==> config.mk <==
export PLATFORM = sky130hd
export DESIGN_NAME = clkcal_trim
export DESIGN_NICKNAME = d
export VERILOG_FILES = /design/src/rtl/cal_pkg.sv /design/src/rtl/cal_win_ctr.sv /design/src/rtl/cal_spread.sv /design/src/rtl/cal_tick_merge.sv /design/src/rtl/clkcal_trim.sv
export SDC_FILE = /design/constraint.sdc
export NUM_CORES = 1
export LEC_CHECK = 0
export ABC_CLOCK_PERIOD_IN_PS = 5800
export BUFFER_PORTS_ARGS = -buffer_cell sky130_fd_sc_hd__buf_2
export CORE_MARGIN = 1
export CORE_UTILIZATION = 40
export CTS_BUF_LIST = sky130_fd_sc_hd__clkbuf_16
export DETAILED_ROUTE_END_ITERATION = 8
export RECOVER_POWER = 50
export SLEW_MARGIN = 10
export SYNTH_ARGS = -nofsm -noshare
export SYNTH_HDL_FRONTEND = slang
export SYNTH_SLANG_ARGS = --single-unit
==> constraint.sdc <==
create_clock -name clk -period 5.8 [get_ports clk]
set_clock_uncertainty 0.15 [all_clocks]
set_input_delay 0.58 -clock clk [delete_from_list [all_inputs] [get_ports clk]]
set_output_delay 0.58 -clock clk [all_outputs]
set_load 0.005 [all_outputs]
==> src/rtl/cal_pkg.sv <==
package cal_pkg;

  typedef enum logic {
    DIR_SLOW = 1'b0,
    DIR_FAST = 1'b1
  } cal_dir_e;

  function automatic int unsigned max_u(input int unsigned a, input int unsigned b);
    return (a > b) ? a : b;
  endfunction

endpackage

==> src/rtl/cal_win_ctr.sv <==
module cal_win_ctr #(
  parameter int unsigned TICKS_PER_WIN = 1966080
) (
  input  logic clk,
  input  logic rst_n,
  input  logic tick_in,
  output logic win_first
);
  localparam int unsigned CNT_W = (TICKS_PER_WIN > 2) ? $clog2(TICKS_PER_WIN) : 1;
  localparam logic [CNT_W-1:0] LAST = CNT_W'(TICKS_PER_WIN - 1);

  logic [CNT_W-1:0] cnt;

  always_ff @(posedge clk or negedge rst_n) begin
    if (!rst_n) begin
      cnt <= '0;
    end else if (tick_in) begin
      cnt <= (cnt == LAST) ? '0 : cnt + 1'b1;
    end
  end

  assign win_first = (cnt == '0);

  // raw ticks must leave an idle cycle between them
  assert_tick_gap_R8: assert property (@(posedge clk) disable iff (!rst_n)
    tick_in |=> !tick_in);

endmodule

==> src/rtl/cal_spread.sv <==
module cal_spread
  import cal_pkg::*;
#(
  parameter int unsigned TICKS_PER_WIN = 1966080,
  parameter int unsigned MAG_W         = 5,
  parameter int unsigned ADD_PER_STEP  = 8,
  parameter int unsigned DROP_PER_STEP = 4
) (
  input  logic             clk,
  input  logic             rst_n,
  input  logic             tick_in,
  input  logic             win_first,
  input  logic [MAG_W-1:0] cal_mag,
  input  logic             cal_fast,
  output logic             add_evt,
  output logic             drop_evt
);
  localparam int unsigned K_MAX = ((2 ** MAG_W) - 1) * max_u(ADD_PER_STEP, DROP_PER_STEP);
  localparam int unsigned ACC_W = $clog2(TICKS_PER_WIN) + 2;
  localparam logic [ACC_W-1:0] WIN = ACC_W'(TICKS_PER_WIN);

  generate
    if (K_MAX > TICKS_PER_WIN) begin : g_bad_range
      $error("trim range exceeds one adjustment per raw tick");
    end
  endgenerate

  logic [ACC_W-1:0] step_in, k_in, k_lat, k_now, acc, sum, acc_nxt;
  cal_dir_e dir_in, dir_lat, dir_now;
  logic hit;

  assign dir_in  = cal_dir_e'(cal_fast);
  assign step_in = (dir_in == DIR_FAST) ? ACC_W'(ADD_PER_STEP) : ACC_W'(DROP_PER_STEP);
  assign k_in    = ACC_W'(cal_mag) * step_in;

  // settings taken on the first tick of a window, held for the rest
  assign k_now   = win_first ? k_in   : k_lat;
  assign dir_now = win_first ? dir_in : dir_lat;

  assign sum     = acc + k_now;
  assign hit     = (sum >= WIN);
  assign acc_nxt = hit ? (sum - WIN) : sum;

  always_ff @(posedge clk or negedge rst_n) begin
    if (!rst_n) begin
      acc     <= '0;
      k_lat   <= '0;
      dir_lat <= DIR_SLOW;
    end else if (tick_in) begin
      acc <= acc_nxt;
      if (win_first) begin
        k_lat   <= k_in;
        dir_lat <= dir_in;
      end
    end
  end

  assign add_evt  = tick_in && hit && (dir_now == DIR_FAST);
  assign drop_evt = tick_in && hit && (dir_now == DIR_SLOW);

  // every window ends with the remainder drained to zero
  assert_win_start_R6: assert property (@(posedge clk) disable iff (!rst_n)
    (tick_in && win_first) |-> (acc == '0));

  assert_one_dir_R4: assert property (@(posedge clk) disable iff (!rst_n)
    $onehot0({add_evt, drop_evt}));

endmodule

==> src/rtl/cal_tick_merge.sv <==
module cal_tick_merge (
  input  logic clk,
  input  logic rst_n,
  input  logic tick_in,
  input  logic add_evt,
  input  logic drop_evt,
  output logic tick_out
);
  logic pending;

  always_ff @(posedge clk or negedge rst_n) begin
    if (!rst_n) begin
      pending  <= 1'b0;
      tick_out <= 1'b0;
    end else begin
      tick_out <= (tick_in && !drop_evt) || (pending && !tick_in);
      pending  <= add_evt || (pending && tick_in);
    end
  end

  // one queued extra tick at a time
  assert_no_overflow_R7: assert property (@(posedge clk) disable iff (!rst_n)
    add_evt |-> !pending);

  assert_pending_out_R7: assert property (@(posedge clk) disable iff (!rst_n)
    (pending && !tick_in) |=> tick_out);

endmodule

==> src/rtl/clkcal_trim.sv <==
module clkcal_trim #(
  parameter int unsigned TICKS_PER_WIN = 1966080,
  parameter int unsigned MAG_W         = 5,
  parameter int unsigned ADD_PER_STEP  = 8,
  parameter int unsigned DROP_PER_STEP = 4
) (
  input  logic             clk,
  input  logic             rst_n,
  input  logic             tick_in,
  input  logic [MAG_W-1:0] cal_mag,
  input  logic             cal_fast,
  output logic             tick_out
);
  logic win_first;
  logic add_evt;
  logic drop_evt;

  cal_win_ctr #(
    .TICKS_PER_WIN(TICKS_PER_WIN)
  ) u_win (
    .clk      (clk),
    .rst_n    (rst_n),
    .tick_in  (tick_in),
    .win_first(win_first)
  );

  cal_spread #(
    .TICKS_PER_WIN(TICKS_PER_WIN),
    .MAG_W        (MAG_W),
    .ADD_PER_STEP (ADD_PER_STEP),
    .DROP_PER_STEP(DROP_PER_STEP)
  ) u_spread (
    .clk      (clk),
    .rst_n    (rst_n),
    .tick_in  (tick_in),
    .win_first(win_first),
    .cal_mag  (cal_mag),
    .cal_fast (cal_fast),
    .add_evt  (add_evt),
    .drop_evt (drop_evt)
  );

  cal_tick_merge u_merge (
    .clk     (clk),
    .rst_n   (rst_n),
    .tick_in (tick_in),
    .add_evt (add_evt),
    .drop_evt(drop_evt),
    .tick_out(tick_out)
  );

  assert_raw_pass_R7: assert property (@(posedge clk) disable iff (!rst_n)
    (tick_in && !drop_evt) |=> tick_out);

  assert_drop_R4: assert property (@(posedge clk) disable iff (!rst_n)
    drop_evt |=> !tick_out);

endmodule

# Yosys cells after proc, flatten, opt, wreduce, memory -nomap -nowiden
# Cells that the tools add are included.
# W data, S select, Z words.
[totals] register_bits=70 output_inout_bits=1 wordCells=29
[op_classes] n_addsub=3 n_lt_le_gt_ge=1 n_bitwise=1 n_mux=5 multipliers=1 reduce_logical=11 n_eq_ne=1
[ops] operator="$mux W23" n=2
[ops] operator="$add A23 B23 Y23" n=1
[ops] operator="$ge A23 B21 Y1 const B" n=1
[ops] operator="$mul A5 B23 Y23" n=1
[ops] operator="$sub A23 B21 Y23 const B" n=1
[ops] operator="$add A21 B1 Y21 const B" n=1
[ops] operator="$eq A21 B21 Y1 const B" n=1
[ops] operator="$logic_not A21 Y1" n=1
[ops] operator="$mux W21" n=1
[ops] operator="$logic_and A1 B1 Y1" n=6
[ops] operator="$mux W4" n=1
[ops] operator="$logic_not A1 Y1" n=2
[ops] operator="$logic_or A1 B1 Y1" n=2
[ops] operator="$mux W1" n=1
[ops] operator="$not A1 Y1" n=1

# Logic depth before layout (Yosys ltp)
# Gate-level depths: netlist of the first run.
[depth] word_depth=10 mapped_depth=19 ltp_nobuf=17

# Hierarchy
# Synthesis of the first run repeated with hierarchy kept, for this count alone.
[unflattened] cells_unflattened=529 area_unflattened_um2=5049.8
[by_module_without_submodules] module="cal_spread" n_inst=1 cells_each=410 area_per_inst_um2=3814.9 seq_area_each_um2=1176.1
[by_module_without_submodules] module="cal_win_ctr" n_inst=1 cells_each=114 area_per_inst_um2=1167.4 seq_area_each_um2=525.5
[by_module_without_submodules] module="cal_tick_merge" n_inst=1 cells_each=5 area_per_inst_um2=67.6 seq_area_each_um2=50.0

# Worst setup path before layout of the first run
# OpenSTA, ideal clock, no wires.
[synth_path] path_kind="input-to-reg" from="input cal_fast" to="register u_spread.acc[21]" cell_stages=16 slack_ps=1281 t_arrival_ps=4248 n_path_buf=2 path_cell_list="clkbuf_1 -> mux2_2 -> ha_1 -> fa_1 -> xnor2_1 -> a21oi_1 -> ha_1 -> buf_6 -> a21o_1 -> a311oi_2 -> nor3_2 -> nor4_4 -> xnor2_2 -> nand4_2 -> and3_1 -> o22a_1"
[synth_via] elab_chain_cells=6 elab_cells_between_ends=7
[synth_lines] item="start, declared" line_no="clkcal_trim.sv:11" rtl="input logic cal_fast,"
[synth_lines] item="$mux W4 (*)" line_no="cal_spread.sv:33" rtl="assign step_in = (dir_in == DIR_FAST) ? ACC_W'(ADD_PER_STEP) : ACC_W'(DROP_PER_STEP);"
[synth_lines] item="$mul A5 B23 Y23 (*)" line_no="cal_spread.sv:34" rtl="assign k_in = ACC_W'(cal_mag) * step_in;"
[synth_lines] item="$mux W23 (*)" line_no="cal_spread.sv:37" rtl="assign k_now = win_first ? k_in : k_lat;"
[synth_lines] item="via u_spread.k_now[7]" line_no="cal_spread.sv:28" rtl="logic [ACC_W-1:0] step_in, k_in, k_lat, k_now, acc, sum, acc_nxt;"
[synth_lines] item="$add A23 B23 Y23 (*)" line_no="cal_spread.sv:40" rtl="assign sum = acc + k_now;"
[synth_lines] item="$sub A23 B21 Y23 or $ge A23 B21 Y1 (tied branches)" line_no="cal_spread.sv:42, cal_spread.sv:41"
[synth_lines] item="$mux W23 (*)" line_no="cal_spread.sv:42" rtl="assign acc_nxt = hit ? (sum - WIN) : sum;"
[synth_lines] item="end signal, assigned" line_no="cal_spread.sv:50" rtl="acc <= acc_nxt;"
[synth_lines] item="end, declared" line_no="cal_spread.sv:28"
# The timed path passes the listed nets; every way through them passes the cells marked *.
# A chain may end at the register's enable or synchronous reset.

# Worst setup path after layout of the first run
# Ends and elaborated chain as after synthesis.

==> qor.csv, run 1 <==
metric;value;unit
outcome;finished with violations;
failing checks;design-rule violations, max-capacitance violations, max-slew violations;
Clock Tree Buf Depth;2;
area delta synth->final;8.57;%
IO Port Bufs;9;
share of the synthesized area in the top cell type;0.364;
unrepaired setup endpoints after global routing;no;
GR Util met3;0.0376;
Final Cycle Share;0.762;
post-CTS sizing;0;
site row count;39;
Seq/Total Area, Yosys;0.364;
most common cell in the synthesized netlist;dfrtp_1;
Finished Layout Cells;643;
post-layout util;0.452;
IO Count;10;
Leak;2.46;nW
Avg WL per Cell;15.5;µm
pin count of the biggest net entering global routing;71;
Max Cap Viol;1;
Synth cell types;71;
CTS tree;yes;
post-layout min period;4.42;ns
WS Path Type;primary input to flip-flop;
Total GRT Usage;0.176;
Initial Util;0.417;
Synth Flop Type;dfrtp_1;
final WL;9.95;mm
Filler cells;1107;
worst-margin pin slew;3.82;ns
worst min-delay path class;flip-flop to flip-flop;
global route hottest layer;met2;
fraction of registers with async set/reset;1.00;
Yosys top cell by area;dfrtp_1;
YS warnings;0;
crit path DAT;4.55;ns
Final nets;538;
ANT cells;0;
post-route setup TNS;0;ns
Pins Over Slew Limit;71;
# DRC;1;
critical path endpoint category;flip-flop;
worst-path maximum fanout;10;
register bit total from synthesis;70;
# clock sinks;70;
Via-to-Cell Ratio;5.51;
Initial DRT Pass Iterations;8;
Commonest cells post-synth;dfrtp_1 (70), nand2_1 (43), nor2_1 (35);
grt total ovfl;0;
vias;3543;
Post-DRT Antenna Nets;0;
Syn Area/Cell;9.81;µm²
Hold Violations, Final;0;
clock root buffer master;clkbuf_16;
CP startpoint kind;primary input;
first-pass GRT wire length;17.4;mm
GR Layer Usage met2;0.277;
Die Span X;112;µm
maximum clock frequency;0.226;GHz
max_slew headroom;-1.54;
Worst Path Required;5.93;ns
top cells by area, synth;dfrtp_1 (36%), ha_1 (8.3%), mux2_2 (5.1%);
Power per Cell Area;400;nW/µm²
die area;12500;µm²
Max VDD drop;0.174;mV
htree depth;3;
Post-DP HPWL;6.96;mm
final setup fails;0;
share of post-route cells with drive strength above 1;0.160;
Die Y;112;µm
initial antenna violation count;0;
Global Route met1 Usage;0.234;
Post-synth EDFFs;0;
Setup Buffers After CTS;0;
Synth Cell Area;4820;µm²
Post-Synthesis Cells;491;
initial drt markers;159;
Core Area;11600;µm²
clk_lat worst skew;0.35;ns
CTS buffer count;9;
Worst-path clk slew;0.06;ns
vias in the first global route;3550;
Inst Count DP;627;
Hold-fix buffers, CTS;0;
gpl congestion;0.895;
==> worst max-delay path, cell delays in order <==
cell     delay, ns
buf_2         0.17
mux2_2        0.36
ha_1          0.34
ha_1          0.21
a21o_1        0.15
a21oi_1       0.17
xnor2_1       0.10
mux2_2        0.27
ha_1          0.42
and3_2        0.26
nand3_1       0.09
a21oi_1       0.32
nor3_2        0.12
a211o_2       0.36
xor2_1        0.30
and3_1        0.21
o22a_1        0.13
==> cell type report <==
| cell class | count | area (µm²) | share of cell area |
|---|---|---|---|
| sequential | 70 | 1750 | 0.335 |
| clock buffer | 9 | 225 | 0.0431 |
| tap | 143 | 179 | 0.0342 |
| inverter | 13 | 48.8 | 0.00933 |
| timing repair buffer | 13 | 71.3 | 0.0136 |
| clock inverter | 7 | 96.3 | 0.0184 |
| multi-input combinational | 388 | 2860 | 0.546 |
==> kinds of logic (layout without fill, tap and decap cells) <==
logic type,Yosys count,after routing,synth area share
flip-flops,70,70,0.364
buffers and inverters,35,42,0.0462
XOR/XNOR,42,42,0.0826
AND/OR/NAND/NOR,180,180,0.202
adder cells (fa/ha/maj),34,34,0.0914
other,1,3,0.000778
multiplexers,28,28,0.0649
AO/OA/AOI/OAI,101,101,0.148
==> flip-flops by register name (all words and copies together), names as in the netlist <==
signal and cells:
u_merge.pending 1, u_spread.acc 23, u_spread.k_lat 23, u_win.cnt 21, u_spread.dir_lat 1, u_merge.tick_out 1
==> where the power goes <==
part,internal (mW),switching (mW),total [mW]
Combinational,0.374,0.451,0.825
Sequential,0.594,0.0669,0.660
Clock,0.377,0.228,0.605
==> worst paths after layout <==
check                      slack (ns)  depth (start not counted)                 to               from
max                              1.38                         17   u_spread.acc[21]           cal_fast
min                              0.33                          2  u_spread.k_lat[8]  u_spread.k_lat[8]
max reg2reg                      1.52                         14   u_spread.acc[21]       u_win.cnt[8]
min reg2reg                      0.33                          2  u_spread.k_lat[8]  u_spread.k_lat[8]
max in group asynchronous        1.85                          2   u_spread.acc[14]              rst_n
min in group asynchronous        1.50                          2  u_spread.k_lat[2]              rst_n
==> stage by stage <==
step / hold WS (ns) / worst slack (ns) / area, µm² / power (mW)
floorplan: 0.134 / 1.28 / 4820 / 1.37
global placement: 0.306 / 1.11 / 4910 / 1.48
detailed placement: 0.316 / 1.05 / 4910 / 1.49
CTS: 0.334 / 1.40 / 5230 / 2.11
global route: 0.368 / 0.925 / 5230 / 2.25
finish: 0.332 / 1.38 / 5230 / 2.09
==> per-layer routing <==
metal | wire (µm) | part of all wire
met1 | 4760 | 0.48
met2 | 4570 | 0.46
met3 | 408 | 0.041
met4 | 208 | 0.021
met5 | 0 | 0
==> layout by cell type (no fill, tap or decap), types with 3 or more instances in the layout <==
cell type | netlist | final
nand2_1 | 43 | 43
mux2i_1 | 5 | 5
mux2_2 | 22 | 22
a21oi_1 | 23 | 23
buf_4 | 2 | 3
a21o_1 | 11 | 11
o21ai_1 | 6 | 6
a31oi_1 | 8 | 8
nand4_1 | 8 | 8
nor3_1 | 5 | 4
nand3b_1 | 3 | 3
xnor2_1 | 18 | 18
ha_1 | 32 | 32
and2_1 | 4 | 4
dfrtp_1 | 70 | 70
nor3_2 | 2 | 3
o211ai_1 | 6 | 6
clkbuf_16 | 0 | 9
or3_1 | 3 | 3
buf_2 | 1 | 9
nand3_1 | 17 | 17
inv_1 | 13 | 13
and3_1 | 8 | 8
o21ai_0 | 13 | 13
nor2b_1 | 32 | 32
nor2_1 | 35 | 34
nor4_1 | 5 | 5
conb_1 | 1 | 3
xor2_1 | 20 | 20
and3_2 | 3 | 3
Note: power is estimated with default switching activity, not from simulation.
==> run 2: changes to the inputs <==
- ABC_AREA: not set -> 1
- ABC_CLOCK_PERIOD_IN_PS: 5800 -> 4100
- clock period: 5.8 -> 4.1 ns (I/O delays scaled with it)
==> run 2 against run 1 <==
- the run now ends clean
- combinational power is 100% higher
- wire length is 15% higher
- critical path type is now flip-flop to flip-flop
- sequential power is 47% higher
- critical endpoint is now u_spread.acc[19]
- via count rose by 27%
- synthesized cell count increased by 51%
- first-iteration DRC count fell by 7.5%
- cell count rose by 45%
- sequential cell count is the same
- register-to-register slack got worse by 1.1 ns
- non-clock buffer count rose by 4
==> qor.csv, run 2 <==
metric;value;unit;change
outcome;finished, final reports clean;;was finished with violations
Initial Util;0.414;;was 0.417
pin count of the biggest net entering global routing;48;;was 71
first-pass GRT wire length;20.2;mm;was 17.4 mm
register bit total from synthesis;70;;unchanged
crit path DAT;3.77;ns;was 4.55 ns
Synth Flop Type;dfrtp_1;;unchanged
share of post-route cells with drive strength above 1;0.0747;;was 0.160
# DRC;0;;was 1
largest registers;u_spread.acc x23, u_spread.k_lat x23, u_win.cnt x21;;unchanged
ANT cells;0;;unchanged
Avg WL per Cell;12.3;µm;was 15.5 µm
worst-margin pin slew;1.36;ns;was 3.82 ns
Yosys top cell by area;dfrtp_1;;unchanged
Post-DRT Antenna Nets;0;;unchanged
die area;13000;µm²;was 12500 µm²
share of the synthesized area in the top cell type;0.349;;was 0.364
Synth Cell Area;5010;µm²;was 4820 µm²
Worst-path clk slew;0.06;ns;about the same
Commonest cells post-synth;nand2_1 (234), inv_1 (130), dfrtp_1 (70);;was dfrtp_1 (70), nand2_1 (43), nor2_1 (35)
IO Port Bufs;9;;unchanged
Synth cell types;37;;was 71
multi-input logic area;2710;µm²;was 2860 µm²
# clock sinks;70;;unchanged
post-route setup TNS;0;ns;unchanged
most frequent cells in the layout;nand2_1 (234), inv_1 (132), dfrtp_1 (70), nor2_1 (65), nand3_1 (46);;was dfrtp_1 (70), nand2_1 (43), nor2_1 (34), nor2b_1 (32), ha_1 (32)
reg2reg path depth;20;;was 14
CP startpoint kind;flip-flop;;was primary input
vias in the first global route;4513;;was 3550
area delta synth->final;11.6;%;was 8.57%
worst-path maximum fanout;6;;was 10
grt total ovfl;0;;unchanged
Seq/Total Area, Yosys;0.349;;was 0.364
Inst Count DP;914;;was 627
pre-CTS WS;0.169;ns;was 1.05 ns
most common cell after layout, fill and taps aside;nand2_1;;was dfrtp_1
Hold Crit Depth;2;;unchanged
Total GRT Usage;0.196;;was 0.176
post-layout util;0.462;;was 0.452
Leak;3.05;nW;was 2.46 nW
final WL;11.5;mm;was 9.95 mm
CTS tree;yes;;unchanged
Clock Tree Buf Depth;2;;unchanged
CTS buffer count;9;;unchanged
Hold Violations, Final;0;;unchanged
maximum clock frequency;0.270;GHz;
Power per Cell Area;611;nW/µm²;was 400 nW/µm²
Pins Over Slew Limit;0;;was 71
final setup fails;0;;unchanged
Syn Area/Cell;6.79;µm²;was 9.81 µm²
Post-synth EDFFs;0;;unchanged
unrepaired setup endpoints after global routing;no;;unchanged
Final Cycle Share;0.903;;
Die Span X;114;µm;was 112 µm
Storage cell area;1750;µm²;unchanged
Global Route met1 Usage;0.245;;was 0.234
Via-to-Cell Ratio;4.83;;was 5.51
Max Cap Viol;0;;was 1
vias;4501;;was 3543
post-layout min period;3.70;ns;
clk_lat worst skew;0.34;ns;was 0.35 ns
max_slew headroom;0.0935;;was -1.54
gpl congestion;0.901;;was 0.895
Final nets;801;;was 538
worst min-delay path class;flip-flop to flip-flop;;unchanged
global route hottest layer;met2;;unchanged
Worst Path Required;4.17;ns;was 5.93 ns
Hold Startpoint;u_spread.dir_lat;;was u_spread.k_lat[8]
fraction of registers with async set/reset;1.00;;unchanged
Initial DRT Pass Iterations;4;;was 8
clock root buffer master;clkbuf_16;;unchanged
htree depth;3;;unchanged
GR Util met3;0.0452;;was 0.0376
most common cell in the synthesized netlist;nand2_1;;was dfrtp_1
GR Layer Usage met2;0.335;;was 0.277
critical path endpoint category;flip-flop;;unchanged
IO Count;10;;unchanged
WS Path Type;flip-flop to flip-flop;;was primary input to flip-flop
CP startpoint;u_win.cnt[11];;was cal_fast
Die Y;114;µm;was 112 µm
Post-DP HPWL;8.80;mm;was 6.96 mm
top cells by area, synth;dfrtp_1 (35%), nand2_1 (18%), inv_1 (9.7%);;was dfrtp_1 (36%), ha_1 (8.3%), mux2_2 (5.1%)
site row count;40;;was 39
Post-Synthesis Cells;739;;was 491
YS warnings;0;;unchanged
Max VDD drop;0.310;mV;was 0.174 mV
initial antenna violation count;0;;unchanged
Finished Layout Cells;931;;was 643
Core Area;12100;µm²;was 11600 µm²
Filler cells;1268;;was 1107
worst setup margin;0.398;ns;was 1.38 ns
initial drt markers;147;;was 159
worst reg2reg path startpoint;u_win.cnt[11];;was u_win.cnt[8]
run 2: cell types whose count changed in the layout (fill, tap and decap cells not counted), moves of 22 or more:
| cell | previous run | this run |
|---|---|---|
| mux2_2 | 22 | 0 |
| inv_1 | 13 | 132 |
| nand3_1 | 17 | 46 |
| nor2_1 | 34 | 65 |
| o21ai_0 | 13 | 39 |
| nor2b_1 | 32 | 0 |
| nand2_1 | 43 | 234 |
run 2: power by group:
group	leakage, nW	internal, mW	switching [mW]	total (mW)
logic	2.07	0.597	1.07	1.66
registers	0.835	0.862	0.111	0.973
clock network	0.143	0.473	0.309	0.782
total	3.05	1.93	1.49	3.42
run 2: layer usage:
metal | vias to the layer above | share of wire
met5 | - | 0
met4 | 0 | 0.014
met3 | 15 | 0.041
met2 | 86 | 0.49
met1 | 2074 | 0.46
li1 | 2326 | -
run 2: stage by stage:
stage,power [mW],cell area [µm²],hold slack (ns)
3_3_place_gp,2.60,5280,0.289
5_1_grt,3.76,5600,0.357
2_1_floorplan,2.27,5020,-0.0356
6_report,3.42,5600,0.332
4_1_cts,3.45,5590,0.333
3_5_place_dp,2.64,5280,0.294
run 2: timing repair:
action                                  CTS  global route
endpoints found under the hold margin    23             0
gates resized for setup                   0             2
hold buffers                              1             0
buffers inserted                          0             0
endpoints found under the setup margin    0             2
run 2: cell type report:
type / count / area share
clock buffers: 9 / 0.0402
clock inverters: 7 / 0.0134
inverters: 138 / 0.0930
multi-input cells: 522 / 0.485
flip-flops and latches: 70 / 0.313
well taps: 168 / 0.0376
repair buffers: 17 / 0.0183
run 2: logic make-up after synthesis:
family          Yosys count  synth area share
simple gates            384             0.327
buf+inv                 149             0.114
compound gates           80            0.0851
flops                    70             0.349
xor+xnor                 21            0.0367
other cells               1          0.000748
fa+ha+maj                34            0.0878
run 2: path summary, 6_finish.rpt:
| check | to | slack, ns |
|---|---|---|
| max reg2reg | u_spread.acc[19] | 0.40 |
| max in group asynchronous | u_win.cnt[14] | 1.22 |
| min reg2reg | u_spread.dir_lat | 0.33 |
| min in group asynchronous | u_spread.k_lat[13] | 0.77 |
| max | u_spread.acc[19] | 0.40 |
| min | u_spread.dir_lat | 0.33 |
run 2: worst max-delay path, stage by stage, from the launching register on:
cell,delay [ns]
dfrtp_1,0.41
nor2_1,0.18
inv_1,0.08
nor4_2,0.35
nand2_1,0.14
o31ai_1,0.36
ha_1,0.35
nand3_1,0.13
nand3_1,0.24
nand2_1,0.13
nand2_1,0.15
nand2_1,0.10
nand3_1,0.14
nand3_1,0.10
nand2_1,0.10
nor2_4,0.17
nand2_4,0.09
nand2_1,0.06
nand2_1,0.05
nand2_1,0.06
nand2_1,0.06
==> run 3: changes to the inputs <==
- ABC_CLOCK_PERIOD_IN_PS: 4100 -> 3830
- CORE_MARGIN: 1 -> 5
- GPL_ROUTABILITY_DRIVEN: not set -> 1
- clock period: 4.1 -> 3.83 ns (I/O delays scaled with it)
==> run 3 against run 2 <==
- the run now ends with max-capacitance violations, max-slew violations left
- sequential power increased by 8%
- first-iteration DRC count is 44% higher
- power increased by 9.4%
- cell count grew 0.64%
- hold slack better by 0.0012 ns
- count of clock-buffer cells in the layout unchanged
- global-route usage is 3.4 points lower
- register-to-register slack about the same
- via count fell by 0.58%
- final area increased by 1.3%
- core utilization shrank 0.74 points
- critical path type is now primary input to flip-flop
==> qor.csv, run 3 (synthesis gave the netlist of run 2 again) <==
metric;value;unit;change
Hold-fix buffers, CTS;0;;was 1
CP startpoint kind;primary input;;was flip-flop
clock root buffer master;clkbuf_16;;unchanged
site row count;41;;was 40
failing checks;max-capacitance violations, max-slew violations;;
largest registers;u_spread.acc x23, u_spread.k_lat x23, u_win.cnt x21;;unchanged
initial drt markers;212;;was 147
Crit path buffers/inverters;3;;was 1
CTS tree;yes;;unchanged
Post-DRT Antenna Nets;0;;unchanged
Post-DP HPWL;8.55;mm;was 8.80 mm
Max Cap Viol;1;;was 0
worst min-delay path class;flip-flop to flip-flop;;unchanged
Die Span X;122;µm;was 114 µm
cells along the critical path;buf_2 > inv_1 > nand2_1 > o21ai_0 > ha_1 > fa_1 > inv_1 > o21ai_0 > ha_1 > nand2_1 > nand2_1 > a21oi_2 > nand3_1 > nand2_1 > nand2_1 > nand2_1 > nand2_1 > nor2_4 > nand2_4 > nand2_4 > nand2_1 > nand3_1 > nand2_1;;was nor2_1 > inv_1 > nor4_2 > nand2_1 > o31ai_1 > ha_1 > nand3_1 > nand3_1 > nand2_1 > nand2_1 > nand2_1 > nand3_1 > nand3_1 > nand2_1 > nor2_4 > nand2_4 > nand2_1 > nand2_1 > nand2_1 > nand2_1
cell mode on critical path;nand2_1;;unchanged
outcome;finished with violations;;was finished, final reports clean
GR Layer Usage met2;0.258;;was 0.335
initial antenna violation count;0;;unchanged
most frequent cells in the layout;nand2_1 (233), inv_1 (130), dfrtp_1 (70), nor2_1 (63), nand3_1 (46);;was nand2_1 (234), inv_1 (132), dfrtp_1 (70), nor2_1 (65), nand3_1 (46)
max_slew headroom;-0.173;;was 0.0935
most common cell after layout, fill and taps aside;nand2_1;;unchanged
worst-path maximum fanout;7;;was 6
vias in the first global route;4316;;was 4513
grt total ovfl;0;;unchanged
vias;4475;;was 4501
critical path endpoint category;flip-flop;;unchanged
# DRC;0;;unchanged
Initial Util;0.402;;was 0.414
Core Area;12500;µm²;was 12100 µm²
clk_lat worst skew;0.34;ns;about the same
Total GRT Usage;0.162;;was 0.196
global route hottest layer;met2;;unchanged
final setup fails;0;;unchanged
crit path DAT;3.52;ns;was 3.77 ns
Avg WL per Cell;12.0;µm;was 12.3 µm
worst setup margin;0.382;ns;was 0.398 ns
Final nets;803;;was 801
GR Util met3;0.0297;;was 0.0452
gpl congestion;0.911;;was 0.901
Final Cycle Share;0.900;;
htree depth;3;;unchanged
Global Route met1 Usage;0.224;;was 0.245
IO Port Bufs;9;;unchanged
r2r setup slk;0.39;ns;was 0.40 ns
Initial DRT Pass Iterations;4;;unchanged
crit-path max cell delay;0.55;ns;was 0.41 ns
Clock Tree Buf Depth;2;;unchanged
# clock sinks;70;;unchanged
total power;3.74;mW;was 3.42 mW
Pins Over Slew Limit;71;;was 0
delay-heaviest family, CP;simple AND/OR/NAND/NOR gates;;unchanged
slowest stage cell, crit path;fa_1;;was dfrtp_1
IO Count;10;;unchanged
share of post-route cells with drive strength above 1;0.0902;;was 0.0747
maximum clock frequency;0.290;GHz;
Filler cells;1320;;was 1268
first-pass GRT wire length;19.4;mm;was 20.2 mm
CTS buffer count;9;;unchanged
pre-CTS WS;-0.0799;ns;was 0.169 ns
Storage cell area;1750;µm²;unchanged
area delta synth->final;13.0;%;was 11.6%
post-layout min period;3.45;ns;
ANT cells;0;;unchanged
final WL;11.2;mm;was 11.5 mm
Power per Cell Area;660;nW/µm²;was 611 nW/µm²
Leak;3.07;nW;was 3.05 nW
Via-to-Cell Ratio;4.78;;was 4.83
worst-margin pin slew;1.76;ns;was 1.36 ns
pin count of the biggest net entering global routing;71;;was 48
multi-input logic area;2740;µm²;was 2710 µm²
WS Path Type;primary input to flip-flop;;was flip-flop to flip-flop
Max VDD drop;0.327;mV;was 0.310 mV
die area;14900;µm²;was 13000 µm²
Worst Path Required;3.91;ns;was 4.17 ns
Hold Violations, Final;0;;unchanged
Worst-path clk slew;0.06;ns;about the same
Die Y;122;µm;was 114 µm
[run 3: cell types whose count changed in the layout (fill, tap and decap cells not counted), sizes merged]
cell and change:
buf +5, clkbuf -2, clkinv +2, inv -2, bufinv +1, clkinvlp -1
dlygate4sd3 -1
[run 3: stage by stage]
stage                      util  cell area [µm²]  cells  setup TNS, ns  hold WS, ns
after floorplan               -             5020    741              0      -0.0626
after global placement    0.424             5290    918              0        0.310
after detailed placement  0.424             5290    918         -0.348        0.316
after CTS                 0.449             5600    934              0       0.0664
after global routing      0.455             5670    937        -0.0589        0.359
final                     0.455             5670    937              0        0.333
[run 3: worst paths after layout]
path	cells after the start	to	from
worst min register to register	2	u_spread.k_lat[3]	u_spread.k_lat[3]
max in group asynchronous	1	u_win.cnt[19]	rst_n
worst min-delay path	2	u_spread.k_lat[3]	u_spread.k_lat[3]
worst max-delay path	23	u_spread.acc[18]	cal_fast
worst max register to register	24	u_spread.acc[19]	u_win.cnt[0]
min in group asynchronous	1	u_spread.k_lat[12]	rst_n
[run 3: area by class of cell]
type / instances / share of cell area
clock buffers: 9 / 0.0397
inverters: 138 / 0.0918
multi-input cells: 522 / 0.484
flip-flops and latches: 70 / 0.309
clock inverters: 7 / 0.0157
well taps: 172 / 0.0380
repair buffers: 19 / 0.0218
[run 3: worst register-to-register path, cell delays in order, from the launching register on]
cell and delay [ns]:
dfrtp_1 0.39, inv_2 0.10, ha_1 0.19, nand3_1 0.08, nor2_1 0.13, nand3_2 0.17
buf_6 0.22, nand2_1 0.07, inv_1 0.04, ha_1 0.42, nand2_1 0.13, nor2_1 0.22
nand2_1 0.11, nor2_1 0.11, nand2_1 0.06, nand3_1 0.09, inv_1 0.05, nand2_1 0.05
nand2_1 0.10, nor2_4 0.17, nand2_4 0.09, nand2_1 0.06, nand2_1 0.05, nand2_1 0.05
nand2_1 0.05
[run 3: where the power goes]
group | internal, mW | switching, mW
clock | 0.565 | 0.319
sequential | 0.923 | 0.125
combinational | 0.659 | 1.15
[run 3: per-layer routing]
layer	vias to the layer above	share of wire
met1	2073	0.49
met4	0	0.014
met3	12	0.041
met2	60	0.45
met5	-	0
li1	2330	-
[run 3: repair_timing]
| item | in CTS | in global routing |
|---|---|---|
| resized for setup | 0 | 12 |
| buffers inserted | 0 | 3 |
| endpoints found under the setup margin | 0 | 9 |
